[config.mk]
export PLATFORM = sky130hd
export DESIGN_NAME = chainNode
export DESIGN_NICKNAME = d
export VERILOG_FILES = /design/src/rtl/chainNodePkg.sv /design/src/rtl/chainNodeDatapath.sv /design/src/rtl/chainNodeControl.sv /design/src/rtl/chainNode.sv
export SDC_FILE = /design/constraint.sdc
export NUM_CORES = 1
export LEC_CHECK = 0
export CAP_MARGIN = 20
export CORE_ASPECT_RATIO = 1.25
export CORE_MARGIN = 2
export CORE_UTILIZATION = 44
export CTS_BUF_LIST = sky130_fd_sc_hd__clkbuf_4 sky130_fd_sc_hd__clkbuf_8
export DETAILED_ROUTE_END_ITERATION = 8
export GPL_TIMING_DRIVEN = 0
export PLACE_DENSITY_LB_ADDON = 0.25
export SYNTH_ARGS = -nofsm -noshare
export SYNTH_HDL_FRONTEND = slang
export SYNTH_SLANG_ARGS = --single-unit
[constraint.sdc]
create_clock -name clk -period 2.61 [get_ports clk]
set_input_delay 0.3915 -clock clk [delete_from_list [all_inputs] [get_ports clk]]
set_output_delay 0.3915 -clock clk [all_outputs]
set_load 0.02 [all_outputs]
[src/rtl/chainNodePkg.sv]
package chainNodePkg;

  typedef enum logic [2:0] {
    ST_FWD_RD,
    ST_FWD_WR,
    ST_KEEP,
    ST_GATHER,
    ST_REPLY
  } nodeState_e;

  typedef struct packed {
    logic loadHold;
    logic addIn;
    logic addBack;
    logic clearAcc;
  } nodeStrobes_t;

endpackage

[src/rtl/chainNodeDatapath.sv]
module chainNodeDatapath
  import chainNodePkg::*;
#(
  parameter int DATA_W = 8
) (
  input  logic              clk,
  input  logic              rstN,
  input  nodeStrobes_t      strobes,
  input  logic [DATA_W-1:0] inData,
  input  logic [DATA_W-1:0] backData,
  output logic [DATA_W-1:0] holdWord,
  output logic [DATA_W-1:0] accWord
);

  logic [DATA_W-1:0] holdReg;
  logic [DATA_W-1:0] accReg;

  always_ff @(posedge clk or negedge rstN) begin
    if (!rstN) begin
      holdReg <= '0;
    end else if (strobes.loadHold) begin
      holdReg <= inData;
    end
  end

  always_ff @(posedge clk or negedge rstN) begin
    if (!rstN) begin
      accReg <= '0;
    end else if (strobes.clearAcc) begin
      accReg <= '0;
    end else if (strobes.addIn) begin
      accReg <= accReg + inData;
    end else if (strobes.addBack) begin
      accReg <= accReg + backData;
    end
  end

  assign holdWord = holdReg;
  assign accWord  = accReg;

endmodule

[src/rtl/chainNodeControl.sv]
module chainNodeControl
  import chainNodePkg::*;
#(
  parameter int POS = 2,
  parameter int PKT = 3
) (
  input  logic         clk,
  input  logic         rstN,
  input  logic         inValid,
  input  logic         fwdReady,
  input  logic         backValid,
  input  logic         retReady,
  output logic         inReady,
  output logic         fwdValid,
  output logic         backReady,
  output logic         retValid,
  output nodeStrobes_t strobes
);

  localparam int FWD_CNT = POS * PKT;
  localparam int MAX_CNT = (FWD_CNT > PKT) ? FWD_CNT : PKT;
  localparam int CNT_W   = (MAX_CNT > 1) ? $clog2(MAX_CNT) : 1;

  localparam nodeState_e AFTER_KEEP = (POS != 0) ? ST_GATHER : ST_REPLY;
  localparam nodeState_e AFTER_FWD  = (PKT > 0) ? ST_KEEP : AFTER_KEEP;
  localparam nodeState_e START_ST   = (FWD_CNT > 0) ? ST_FWD_RD : AFTER_FWD;

  nodeState_e state, stateNext;
  logic [CNT_W-1:0] cnt, cntNext;

  always_ff @(posedge clk or negedge rstN) begin
    if (!rstN) begin
      state <= START_ST;
      cnt   <= '0;
    end else begin
      state <= stateNext;
      cnt   <= cntNext;
    end
  end

  always_comb begin
    stateNext = state;
    cntNext   = cnt;
    inReady   = 1'b0;
    fwdValid  = 1'b0;
    backReady = 1'b0;
    retValid  = 1'b0;
    strobes   = '0;
    unique case (state)
      ST_FWD_RD: begin
        inReady = 1'b1;
        if (inValid) begin
          strobes.loadHold = 1'b1;
          stateNext        = ST_FWD_WR;
        end
      end
      ST_FWD_WR: begin
        fwdValid = 1'b1;
        if (fwdReady) begin
          if (int'(cnt) == FWD_CNT - 1) begin
            cntNext   = '0;
            stateNext = AFTER_FWD;
          end else begin
            cntNext   = cnt + 1'b1;
            stateNext = ST_FWD_RD;
          end
        end
      end
      ST_KEEP: begin
        inReady = 1'b1;
        if (inValid) begin
          strobes.addIn = 1'b1;
          if (int'(cnt) == PKT - 1) begin
            cntNext   = '0;
            stateNext = AFTER_KEEP;
          end else begin
            cntNext = cnt + 1'b1;
          end
        end
      end
      ST_GATHER: begin
        backReady = 1'b1;
        if (backValid) begin
          strobes.addBack = 1'b1;
          stateNext       = ST_REPLY;
        end
      end
      ST_REPLY: begin
        retValid = 1'b1;
        if (retReady) begin
          strobes.clearAcc = 1'b1;
          stateNext        = START_ST;
        end
      end
      default: stateNext = START_ST;
    endcase
  end

endmodule

[src/rtl/chainNode.sv]
module chainNode
  import chainNodePkg::*;
#(
  parameter int DATA_W = 8,
  parameter int POS    = 2,
  parameter int PKT    = 3
) (
  input  logic              clk,
  input  logic              rstN,
  input  logic [DATA_W-1:0] inData,
  input  logic              inValid,
  output logic              inReady,
  output logic [DATA_W-1:0] retData,
  output logic              retValid,
  input  logic              retReady,
  output logic [DATA_W-1:0] fwdData,
  output logic              fwdValid,
  input  logic              fwdReady,
  input  logic [DATA_W-1:0] backData,
  input  logic              backValid,
  output logic              backReady
);

  nodeStrobes_t strobes;

  chainNodeControl #(.POS(POS), .PKT(PKT)) u_control (
    .clk       (clk),
    .rstN      (rstN),
    .inValid   (inValid),
    .fwdReady  (fwdReady),
    .backValid (backValid),
    .retReady  (retReady),
    .inReady   (inReady),
    .fwdValid  (fwdValid),
    .backReady (backReady),
    .retValid  (retValid),
    .strobes   (strobes)
  );

  chainNodeDatapath #(.DATA_W(DATA_W)) u_datapath (
    .clk      (clk),
    .rstN     (rstN),
    .strobes  (strobes),
    .inData   (inData),
    .backData (backData),
    .holdWord (fwdData),
    .accWord  (retData)
  );

endmodule

-- Word level (Yosys, flattened, before mapping)
Cells that the tools add are included.
- mux-type cells: 27
- reductions and logical operators: 6
- equality and inequality tests: 12
- add/subtract/negate cells: 3
- operators by type and width (operator ; number):
    3-bit 2-to-1 mux ; 10
    8-bit 2-to-1 mux ; 3
    8-bit adder ; 2
    3-bit one-hot mux with 5 select lines ; 1
    1-bit 2-to-1 mux ; 11
    2-bit != test, second input constant ; 5
    3-bit equality test, second input constant ; 3
    3-bit by 2-bit equality test with 1-bit output, second input constant ; 2
    3-bit one-hot mux with 2 select lines ; 1
    6-bit AND reduction ; 1
    3-bit by 1-bit adder with 3-bit output, second input constant ; 1
    3-bit by 1-bit equality test with 1-bit output, second input constant ; 1
    3-bit zero test ; 1
    3-bit AND reduction ; 1
    3-bit nonzero test ; 1
    2-bit 2-to-1 mux ; 1
    2-bit by 1-bit != test with 1-bit output, second input constant ; 1
    2-bit nonzero test ; 1
    2-bit OR reduction ; 1
- output and inout bits: 20
- word-level logic and storage cells: 52
- input port bits: 22
- bits in registers: 22

-- Logic depth before layout (Yosys ltp)
Gate-level depths: netlist of run 1.
- depth in word-level cells: 5
- gate-level depth with buffers: 12
- gate-level depth less buffers: 10

-- By module
A second synthesis of run 1 with hierarchy kept.
- cells, all modules: 139
- area, all modules: 1460.2 um2
- modules (own cells, without submodules) (module ; sequential area each (um2) ; cells each ; instances ; area an instance (um2)):
    chainNodeDatapath ; 400.4 ; 96 ; 1 ; 1032.2
    chainNodeControl ; 150.1 ; 43 ; 1 ; 427.9

-- Worst setup path after synthesis of run 1
No wires, ideal clock.
- kind: reg2reg
- from: register u_control.state[2]
- to: register u_datapath.accReg[6] (netlist: u_datapath.accWord[6])
- period minus slack after synthesis: 2750 ps
- stages on the path, launching flop included: 13
- required time: 2488 ps
- library setup time: 122 ps
- buffers on the path: 2
- slack: -140 ps
- arrival: 2629 ps
- cell sequence: dfrtp_1 -> buf_6 -> nor4bb_4 -> buf_6 -> mux2_2 -> ha_1 -> inv_1 -> fa_1 -> nor2b_1 -> o21ai_2 -> a21oi_1 -> or4_1 -> a32o_1
- word-level cells in the longest chain between the ends: 4
- elaborated cells between the ends (all ways): 9
- those cells by class: eq/ne: 3; mux: 5; reduce/logical: 1
- RTL lines (item ; line ; RTL):
    from (decl) ; chainNodeControl.sv:28 ; nodeState_e state, stateNext;
    from (signal assigned) ; chainNodeControl.sv:36 ; state <= stateNext;
    3-bit by 2-bit equality test with 1-bit output ; chainNodeControl.sv:49 ; unique case (state)
    1-bit 2-to-1 mux ; chainNodeControl.sv:49 ;
    8-bit 2-to-1 mux ; chainNodeDatapath.sv:31 ; end else if (strobes.addIn) begin
    8-bit 2-to-1 mux ; chainNodeDatapath.sv:29 ; end else if (strobes.clearAcc) begin
    to (signal assigned) ; chainNodeDatapath.sv:32 ; accReg <= accReg + inData;
    to (signal assigned) ; chainNodeDatapath.sv:34 ; accReg <= accReg + backData;
    to (decl) ; chainNodeDatapath.sv:16 ; logic [DATA_W-1:0] accReg;
Several ways; a longest one is shown, not always the timed one.
A chain may end at the register's enable or synchronous reset.

-- Final worst setup path of run 1
Ends and elaborated chain as after synthesis.

==> results.md, run 1 <==
- Routed WL: 3350 µm
- Multiplexer share of the synthesized area: 14.5%
- CP arrival: 2.94 ns
- Seq/Total Area, Yosys: 39.8%
- Reg-to-reg setup timing slack: -0.11 ns
- Max IR drop VDD: 0.799 mV
- Crit path max fanout: 8
- Synth Area in Adders: 7.78%
- Post-synth EDFFs: 0
- Vias in the first global route: 1227
- Largest family of logic cells by synthesized area: simple AND/OR/NAND/NOR gates
- CP endpoint kind: flop
- Final #Nets: 214
- Hpwl dp: 2460 µm
- Die area: 3610 µm²
- Status: complete, but fails checks
- Period utilization: 104%
- FMAX: 0.367 GHz
- Synth Area in XOR/XNOR: 3.80%
- Worst-path clk slew: 0.13 ns
- First-pass GRT wire length: 5480 µm
- Placed cell area: 1880 µm²
- Placed cells: 208
- Clk sink count: 22
- Fraction of layout cells with a size suffix above 1: 25.7%
- Ordered list of cells on the worst path: buf_6, nor4bb_4, buf_6, mux2_4, ha_4, inv_2, fa_2, nor2b_1, o21ai_2, a21oi_2, or4_1, a32o_1
- Hold crit path type: in2async
- Final Hold Fails: 0
- Worst R2R End: u_datapath.accWord[6]
- Initial Utilization: 46.5%
- Tot GR Track Use: 20.5%
- Core box area: 2970 µm²
- Setup Skew: 0.00772 ns
- Die H: 66.7 µm
- Cell mode on critical path: buf_6
- Violated checks: setup timing
- CTS tree: built
- Hold-fix buffers, CTS: 0
- Gr ovfl total: 0
- Crit path largest cell delay: 0.40 ns
- Slew Viols, Final: 0
- Slowest-stage cell, CP: dfrtp_1
- WP depth: 12
- Ys async rst share: 100%
- Number of max-cap violations: 0
- Reg2reg start: u_control.state[2]
- Worst-skew pair later-pin latency: 0.31 ns
- Final Wtd Congestion: 0.813
- Via density per instance: 5.44
- Highest routed layer: met4
- Setup_tns: -0.114 ns
- Cell Area, Synth: 1380 µm²
- CP top delay family: simple AND/OR/NAND/NOR gates
- DRT met1 WL: 1380 µm
- Met3 WL: 119 µm
- Total CTS buffers: 3
- Yosys warns: 0
- Metal2 WL: 1810 µm
- Final critical-path setup slack: -0.114 ns
- Clk root buf: clkbuf_4
- Main synth FF type: dfrtp_1
- CP Class: reg2reg
- Buf+Inv Stages, Crit Path: 3
- Syn nets: 161
- Via count: 1191
- H-tree depth: 1
- LEAKAGE: 0.000853 µW
- First-pass DRT Iterations: 4
- Post-Synth Simple-Gate Area: 15.2%
- Layout area overhead: 48.4%
- Flops & latches, synth: 22
- Num ports: 42
- Design area: 2050 µm²
- Data required time of the critical path: 2.82 ns
- Slew HR: 58.6%
- RSZ-0062 raised after global routing: yes
- Finished Layout Cells: 219
- Maximum number of pins on one net before global-route repair: 23
- Remaining DRCs: 0
- Slew @ Worst Pin: 0.622 ns
- Synth Area in Compound Gates: 14.2%
- Max clock buf depth: 2
- Min Tclk post-route: 2.72 ns
- Post-Syn Area per Cell: 10.6 µm²
- # diodes: 0
- Die W: 54.1 µm
- Element type at the critical path start: flop
- PD cells: 1090 nW/µm²
- Worst reg2reg path depth: 12
- Fill count: 245
- DR iter-0 viols: 25
- Cells after Synth: 131
- DR WL/cell: 15.3 µm
- PortBufs: 41
- Row count: 22
- Initial antenna violation count: 0
- Final ANT Viol Nets: 0
- Synth unique cells: 38
- Final Setup Violations: 1
logic make-up (layout without fill, tap and decap cells):
kind of cell,count (synthesis),in the layout
mux,18,18
flops,22,22
xor+xnor,6,6
buf+inv,11,63
fa+ha+maj,8,8
compound gates,31,31
simple gates,35,35
metrics by stage:
| step | setup slack (ns) | hold slack [ns] | power (µW) | utilization [%] |
|---|---|---|---|---|
| after detailed placement | -0.611 | 0.497 | 1880 | 63.2 |
| after global routing | -0.252 | 0.232 | 2410 | 69.0 |
| final | -0.114 | 0.250 | 2250 | 69.0 |
| after global placement | -0.594 | 0.491 | 1840 | 63.2 |
| after floorplan | -0.0529 | 0.0959 | 1430 | - |
| after CTS | -0.0818 | 0.524 | 2210 | 66.8 |
synth_stat cells (2+ instances only):
cell	instances	area share (%)
inv_1	7	1.9
o21ai_0	6	2.2
nand2b_1	2	0.90
nand3_1	2	0.72
mux2i_1	2	1.4
xor2_1	2	1.3
ha_1	7	6.3
o21ai_1	2	0.72
a31oi_1	2	0.90
dfrtp_1	22	40
a21o_1	2	1.1
mux2_2	16	13
xnor2_1	4	2.5
a21oi_1	9	3.3
nor2_1	7	1.9
a22o_1	2	1.3
nor3_1	2	0.72
nand2_1	12	3.3
buf_6	3	2.4
nand3b_1	2	1.1
cell type report:
type                            instances  area [µm²]  share of cell area, %
Inverter                                7        26.3                   1.28
Multi-Input combinational cell         98         850                   41.4
Timing Repair Buffer                   48         483                   23.5
Buffer                                  4        45.0                   2.20
Clock inverter                          1        30.0                   1.46
Clock buffer                            3        22.5                   1.10
Sequential cell                        22         551                   26.8
Tap cell                               36        45.0                   2.20
sequential cells by signal, indices dropped and copies added (netlist names):
name                 count
u_datapath.holdWord      8
u_control.state          3
u_datapath.accWord       8
u_control.cnt            3
where the power goes:
group | internal (µW) | switching [µW]
Clock | 155 | 107
Sequential | 492 | 127
Combinational | 711 | 654
layer usage:
metal	vias up	track usage, %
li1	579	-
met1	582	24.7
met2	26	37.2
met3	4	2.91
met4	0	4.69
met5	-	0
placed cells by master, fill, tap and decap left out, types with 2 or more instances in the layout:
master,Yosys,layout
a21o_1,2,2
a21oi_1,9,7
a21oi_2,1,3
a22o_1,2,2
a31oi_1,2,2
buf_4,0,5
buf_6,3,5
clkbuf_4,0,3
clkdlybuf4s50_1,0,40
dfrtp_1,22,22
ha_1,7,3
ha_4,0,4
inv_1,7,6
mux2_2,16,14
mux2_4,0,2
mux2i_1,2,2
nand2_1,12,11
nand2b_1,2,2
nand3_1,2,2
nand3b_1,2,2
nor2_1,7,7
nor3_1,2,2
o21ai_0,6,5
o21ai_1,2,3
xnor2_1,4,3
xor2_1,2,2
worst max path at each step:
| stage | startpoint | to | slack (ns) |
|---|---|---|---|
| 2_1_floorplan | u_control.state[0] | u_datapath.accWord[6] | -0.05 |
| 3_3_place_gp | inValid | u_datapath.accWord[6] | -0.59 |
| 3_5_place_dp | inValid | u_datapath.accWord[6] | -0.61 |
| 4_1_cts | u_control.state[0] | u_datapath.accWord[6] | -0.08 |
| 5_1_grt | u_control.state[2] | u_datapath.accWord[6] | -0.25 |
| 6_report | u_control.state[2] | u_datapath.accWord[6] | -0.11 |
repair_timing:
action,in CTS,in global routing
buffers inserted,5,2
pin swaps,4,3
resized for setup,3,7
setup endpoints to repair,2,3
Note: power is estimated with default switching activity, not from simulation.
==> run 2: changes to the inputs <==
--- a/config.mk
+++ b/config.mk
@@ -12,2 +12,3 @@
 export CTS_BUF_LIST = sky130_fd_sc_hd__clkbuf_4 sky130_fd_sc_hd__clkbuf_8
+export CTS_CLUSTER_DIAMETER = 30
 export DETAILED_ROUTE_END_ITERATION = 8
--- a/constraint.sdc
+++ b/constraint.sdc
@@ -3,2 +3,2 @@
 set_output_delay 0.3915 -clock clk [all_outputs]
-set_load 0.02 [all_outputs]
+set_load 0.05 [all_outputs]
==> results.md, run 2 (synthesized netlist as in run 1, its figures left out) <==
- RSZ-0062 raised after global routing: yes
- Element type at the critical path start: flop
- Slew @ Worst Pin: 0.620 ns (-0.00189 ns)
- Commonest non-fill, non-tap cells in the layout: 39 x clkdlybuf4s50_1, 22 x dfrtp_1, 14 x mux2_2
- Final ANT Viol Nets: 0 (unchanged)
- Finished Layout Cells: 219 (unchanged)
- Cell mode on critical path: buf_6
- Clk root buf: clkbuf_4
- DR WL/cell: 15.3 µm (+0.36%)
- Most common cell after layout, fill and taps aside: clkdlybuf4s50_1
- LEAKAGE: 0.000871 µW (+2.2%)
- Maximum number of pins on one net before global-route repair: 23 (unchanged)
- Status: complete, but fails checks
- Worst reg2reg path depth: 12 (unchanged)
- Hold-fix buffers, CTS: 0 (unchanged)
- Num ports: 42 (unchanged)
- Slew HR: 58.7% (+0.13 points)
- PD cells: 1250 nW/µm² (+14%)
- Final Setup Violations: 1 (unchanged)
- Gr ovfl total: 0 (unchanged)
- Min Tclk post-route: 2.72 ns (+0.000976 ns)
- Die area: 3610 µm² (unchanged)
- Final Wtd Congestion: 0.813 (unchanged)
- Crit path largest cell delay: 0.40 ns (about the same)
- Ordered list of cells on the worst path: buf_6, nor4bb_4, buf_6, mux2_4, ha_4, inv_2, fa_2, nor2b_1, o21ai_2, a21oi_2, or4_1, a32o_1
- First-pass DRT Iterations: 4 (unchanged)
- Layout area overhead: 48.6%
- Worst-path clk slew: 0.13 ns (about the same)
- Initial antenna violation count: 0 (unchanged)
- Max clock buf depth: 2 (unchanged)
- CP arrival: 2.94 ns (about the same)
- Vias in the first global route: 1227 (unchanged)
- Slowest-stage cell, CP: dfrtp_1
- H-tree depth: 1 (unchanged)
- Placed cells: 208 (unchanged)
- CTS tree: built
- Final #Nets: 214 (unchanged)
- Buf+Inv Stages, Crit Path: 3 (unchanged)
- Remaining DRCs: 0 (unchanged)
- Reg-to-reg setup timing slack: -0.11 ns (about the same)
- DR iter-0 viols: 26 (+4.0%)
- Slew Viols, Final: 0 (unchanged)
- CP top delay family: simple AND/OR/NAND/NOR gates
- Worst-skew pair later-pin latency: 0.31 ns (about the same)
- Via density per instance: 5.47 (+0.59%)
- PortBufs: 41 (unchanged)
- Die W: 54.1 µm (unchanged)
- FMAX: 0.367 GHz (about the same)
- CP Class: reg2reg
- Routed WL: 3360 µm (+0.36%)
- CP endpoint kind: flop
- Number of max-cap violations: 0 (unchanged)
- Final critical-path setup slack: -0.115 ns (-0.000976 ns)
- Max IR drop VDD: 0.895 mV (+12%)
- Hold Slack: 0.250 ns (-0.0000840 ns)
- Total CTS buffers: 3 (unchanged)
- Initial Utilization: 46.5% (unchanged)
- Crit path max fanout: 8 (unchanged)
- Tot GR Track Use: 20.5% (unchanged)
- Row count: 22 (unchanged)
- Setup Skew: 0.00760 ns (-0.000119 ns)
- Data required time of the critical path: 2.82 ns (about the same)
- First-pass GRT wire length: 5480 µm (unchanged)
- # diodes: 0 (unchanged)
- Hold crit path type: in2async
- Final Hold Fails: 0 (unchanged)
- Period utilization: 104% (about the same)
- Fill count: 243 (-0.82%)
- Reg2reg start: u_control.state[2]
- Worst R2R End: u_datapath.accWord[6]
- Dpl ws: -0.611 ns (unchanged)
- Setup_tns: -0.115 ns (-0.000976 ns)
- Hpwl dp: 2460 µm (unchanged)
- Fraction of layout cells with a size suffix above 1: 25.7% (unchanged)
- Die H: 66.7 µm (unchanged)
- Core box area: 2970 µm² (unchanged)
- Via count: 1198 (+0.59%)
- Violated checks: setup timing
- Clk sink count: 22 (unchanged)
## run 2: worst max path at each step
stage	start	slack (ns)	to	depth (start not counted)
after global placement	inValid	-0.59	u_datapath.accWord[6]	12
after detailed placement	inValid	-0.61	u_datapath.accWord[6]	12
after global routing	u_control.state[2]	-0.25	u_datapath.accWord[6]	12
after CTS	u_control.state[0]	-0.08	u_datapath.accWord[6]	12
final	u_control.state[2]	-0.11	u_datapath.accWord[6]	12
after floorplan	u_control.state[0]	-0.05	u_datapath.accWord[6]	12
## run 2: final cells by class
type / instances / area, µm² / share of cell area (%)
Multi-Input combinational cell: 98 / 850 / 41.4
Sequential cell: 22 / 551 / 26.8
Timing Repair Buffer: 48 / 485 / 23.6
Buffer: 4 / 45.0 / 2.19
Tap cell: 36 / 45.0 / 2.19
Clock inverter: 1 / 30.0 / 1.46
Inverter: 7 / 26.3 / 1.28
Clock buffer: 3 / 22.5 / 1.10
## run 2: per-stage QoR
stage	power, µW	instance area (µm²)	utilization (%)
2_1_floorplan	1750	1420	-
3_3_place_gp	2160	1880	63.2
3_5_place_dp	2200	1880	63.2
4_1_cts	2530	1980	66.8
5_1_grt	2730	2050	69.1
6_report	2570	2050	69.1
## run 2: routing by layer
layer / wire length, µm / vias to the layer above / global-route usage, %
li1: - / 580 / -
met1: 1360 / 582 / 24.7
met2: 1830 / 32 / 37.2
met3: 132 / 4 / 2.91
met4: 35 / 0 / 4.69
met5: 0 / - / 0
## run 2: what timing repair did
item | 4_1_cts | 5_1_grt
pin swaps | 4 | 3
endpoints found under the hold margin | 0 | 0
buffers inserted | 5 | 2
setup endpoints to repair | 2 | 4
gates resized for setup | 3 | 8
## run 2: power breakdown
part           total [µW]  leakage (µW)  switching, µW  internal (µW)
clock                 262     0.0000279            107            155
sequential            618      0.000272            126            492
combinational        1690      0.000571            979            709
total                2570      0.000871           1210           1360
==> run 3: changes to the inputs <==
- CTS_CLUSTER_SIZE: default -> 14
- PLACE_DENSITY: default -> 0.79
- PLACE_DENSITY_LB_ADDON: 0.25 -> default
==> results.md, run 3 (synthesized netlist as in run 1, its figures left out) <==
- Final Setup Violations: 1 (unchanged)
- Finished Layout Cells: 216 (-1.4%)
- Initial antenna violation count: 0 (unchanged)
- Gr ovfl total: 0 (unchanged)
- CP arrival: 2.95 ns (about the same)
- Final Hold Fails: 0 (unchanged)
- Die area: 3610 µm² (unchanged)
- H-tree depth: 1 (unchanged)
- Overall Power: 2610 µW (+1.5%)
- Slew HR: 59.8% (+1.1 points)
- Via density per instance: 5.34 (-2.4%)
- Placed cells: 208 (unchanged)
- # diodes: 0 (unchanged)
- Via count: 1153 (-3.8%)
- Final ANT Viol Nets: 0 (unchanged)
- First-pass DRT Iterations: 4 (unchanged)
- Row count: 22 (unchanged)
- Maximum number of pins on one net before global-route repair: 23 (unchanged)
- Num ports: 42 (unchanged)
- Max clock buf depth: 2 (unchanged)
- Die W: 54.1 µm (unchanged)
- RSZ-0062 raised after global routing: yes
- Dpl ws: -0.644 ns (-0.0324 ns)
- FMAX: 0.367 GHz (-0.13%)
- Core box area: 2970 µm² (unchanged)
- Worst-skew pair later-pin latency: 0.31 ns (about the same)
- Fraction of layout cells with a size suffix above 1: 26.7% (+0.98 points)
- Slew @ Worst Pin: 0.604 ns (-0.0160 ns)
- Initial Utilization: 46.5% (unchanged)
- Final Wtd Congestion: 0.877 (+7.8%)
- Hold Slack: 0.403 ns (+0.153 ns)
- DR WL/cell: 16.0 µm (+4.1%)
- Commonest non-fill, non-tap cells in the layout: 40 x clkdlybuf4s50_1, 22 x dfrtp_1, 14 x mux2_2
- Data required time of the critical path: 2.83 ns (about the same)
- Die H: 66.7 µm (unchanged)
- Element type at the critical path start: flop
- CP Class: reg2reg
- Final #Nets: 211 (-1.4%)
- Most common cell after layout, fill and taps aside: clkdlybuf4s50_1
- Max IR drop VDD: 0.977 mV (+9.2%)
- Period utilization: 105% (+0.14 points)
- First-pass GRT wire length: 5330 µm (-2.6%)
- Clk sink count: 22 (unchanged)
- Fill count: 232 (-4.5%)
- Routed WL: 3450 µm (+2.6%)
- Violated checks: setup timing
- Hold-fix buffers, CTS: 0 (unchanged)
- Hold crit path type: in2async
- PD cells: 1270 nW/µm² (+1.6%)
- Vias in the first global route: 1190 (-3.0%)
- DR iter-0 viols: 18 (-31%)
- Layout area overhead: 48.5% (about the same)
- Status: complete, but fails checks
- Total CTS buffers: 3 (unchanged)
- Clk root buf: clkbuf_4
- Hpwl dp: 2520 µm (+2.2%)
- Final critical-path setup slack: -0.118 ns (-0.00364 ns)
- Crit path max fanout: 10 (+2)
- CP endpoint kind: flop
- Min Tclk post-route: 2.73 ns (+0.00364 ns)
- Slew Viols, Final: 0 (unchanged)
- Tot GR Track Use: 20.6% (+0.063 points)
- CTS tree: built
- LEAKAGE: 0.000838 µW (-3.9%)
- Number of max-cap violations: 0 (unchanged)
- Setup_tns: -0.118 ns (-0.00364 ns)
- Setup Skew: 0.00783 ns (+0.000229 ns)
- Worst-path clk slew: 0.14 ns (about the same)
- Remaining DRCs: 0 (unchanged)
- PortBufs: 41 (unchanged)
[run 3: changes by cell type in the layout (fill, tap and decap cells not counted), sizes merged]
cell / previous run / this run
buf: 10 / 8
clkbuf: 4 / 3
clkdlybuf4s50: 39 / 40
dlymetal6s2s: 1 / 0
[run 3: worst paths after layout]
path	startpoint	cells after the start	endpoint	slack [ns]
worst max-delay path	u_control.state[0]	12	u_datapath.accWord[6]	-0.12
worst min-delay path	rstN	1	u_datapath.accWord[4]	0.40
worst max register to register	u_control.state[0]	12	u_datapath.accWord[6]	-0.12
worst min register to register	u_datapath.holdWord[3]	1	u_datapath.holdWord[3]	0.52
max in group asynchronous	rstN	2	u_datapath.accWord[2]	1.73
min in group clk	u_datapath.holdWord[3]	1	u_datapath.holdWord[3]	0.52
[run 3: cell type report]
| class | instances | area (µm²) | area share (%) |
|---|---|---|---|
| Multi-Input combinational cell | 98 | 875 | 42.6 |
| Sequential cell | 22 | 551 | 26.8 |
| Timing Repair Buffer | 45 | 459 | 22.4 |
| Buffer | 4 | 45.0 | 2.19 |
| Tap cell | 36 | 45.0 | 2.19 |
| Clock inverter | 1 | 30.0 | 1.46 |
| Inverter | 7 | 26.3 | 1.28 |
| Clock buffer | 3 | 22.5 | 1.10 |
[run 3: layer usage]
metal	vias up	part of all wire (%)	GRT usage [%]
met5	-	0	0
met4	0	1.8	7.19
met3	8	3.0	3.14
met2	31	53	36.3
met1	548	42	24.4
li1	566	-	-
[run 3: stage by stage]
| stage | cell area, µm² | utilization [%] |
|---|---|---|
| after CTS | 1990 | 67.0 |
| after global routing | 2050 | 69.1 |
| after detailed placement | 1880 | 63.2 |
| after global placement | 1880 | 63.2 |
| final | 2050 | 69.1 |
| after floorplan | 1420 | - |
[run 3: critical path: stages (launching register included)]
cell      delay (ns)
dfrtp_1         0.40
buf_6           0.14
nor4bb_4        0.27
buf_6           0.17
mux2_4          0.32
ha_4            0.16
inv_2           0.05
fa_2            0.20
nor2b_2         0.05
o21ai_2         0.14
a21oi_2         0.08
or4_4           0.41
a32o_1          0.25
[run 3: timing repair]
action | CTS | global route
resized for setup | 4 | 8
pin swaps | 4 | 1
setup buffers | 3 | 0
setup endpoints to repair | 2 | 2
[run 3: where the power goes]
group          total [µW]  switching (µW)  leakage, µW  internal [µW]
clock network         267             112    0.0000279            155
registers             632             141     0.000272            492
logic                1710             990     0.000537            717
total                2610            1240     0.000838           1360
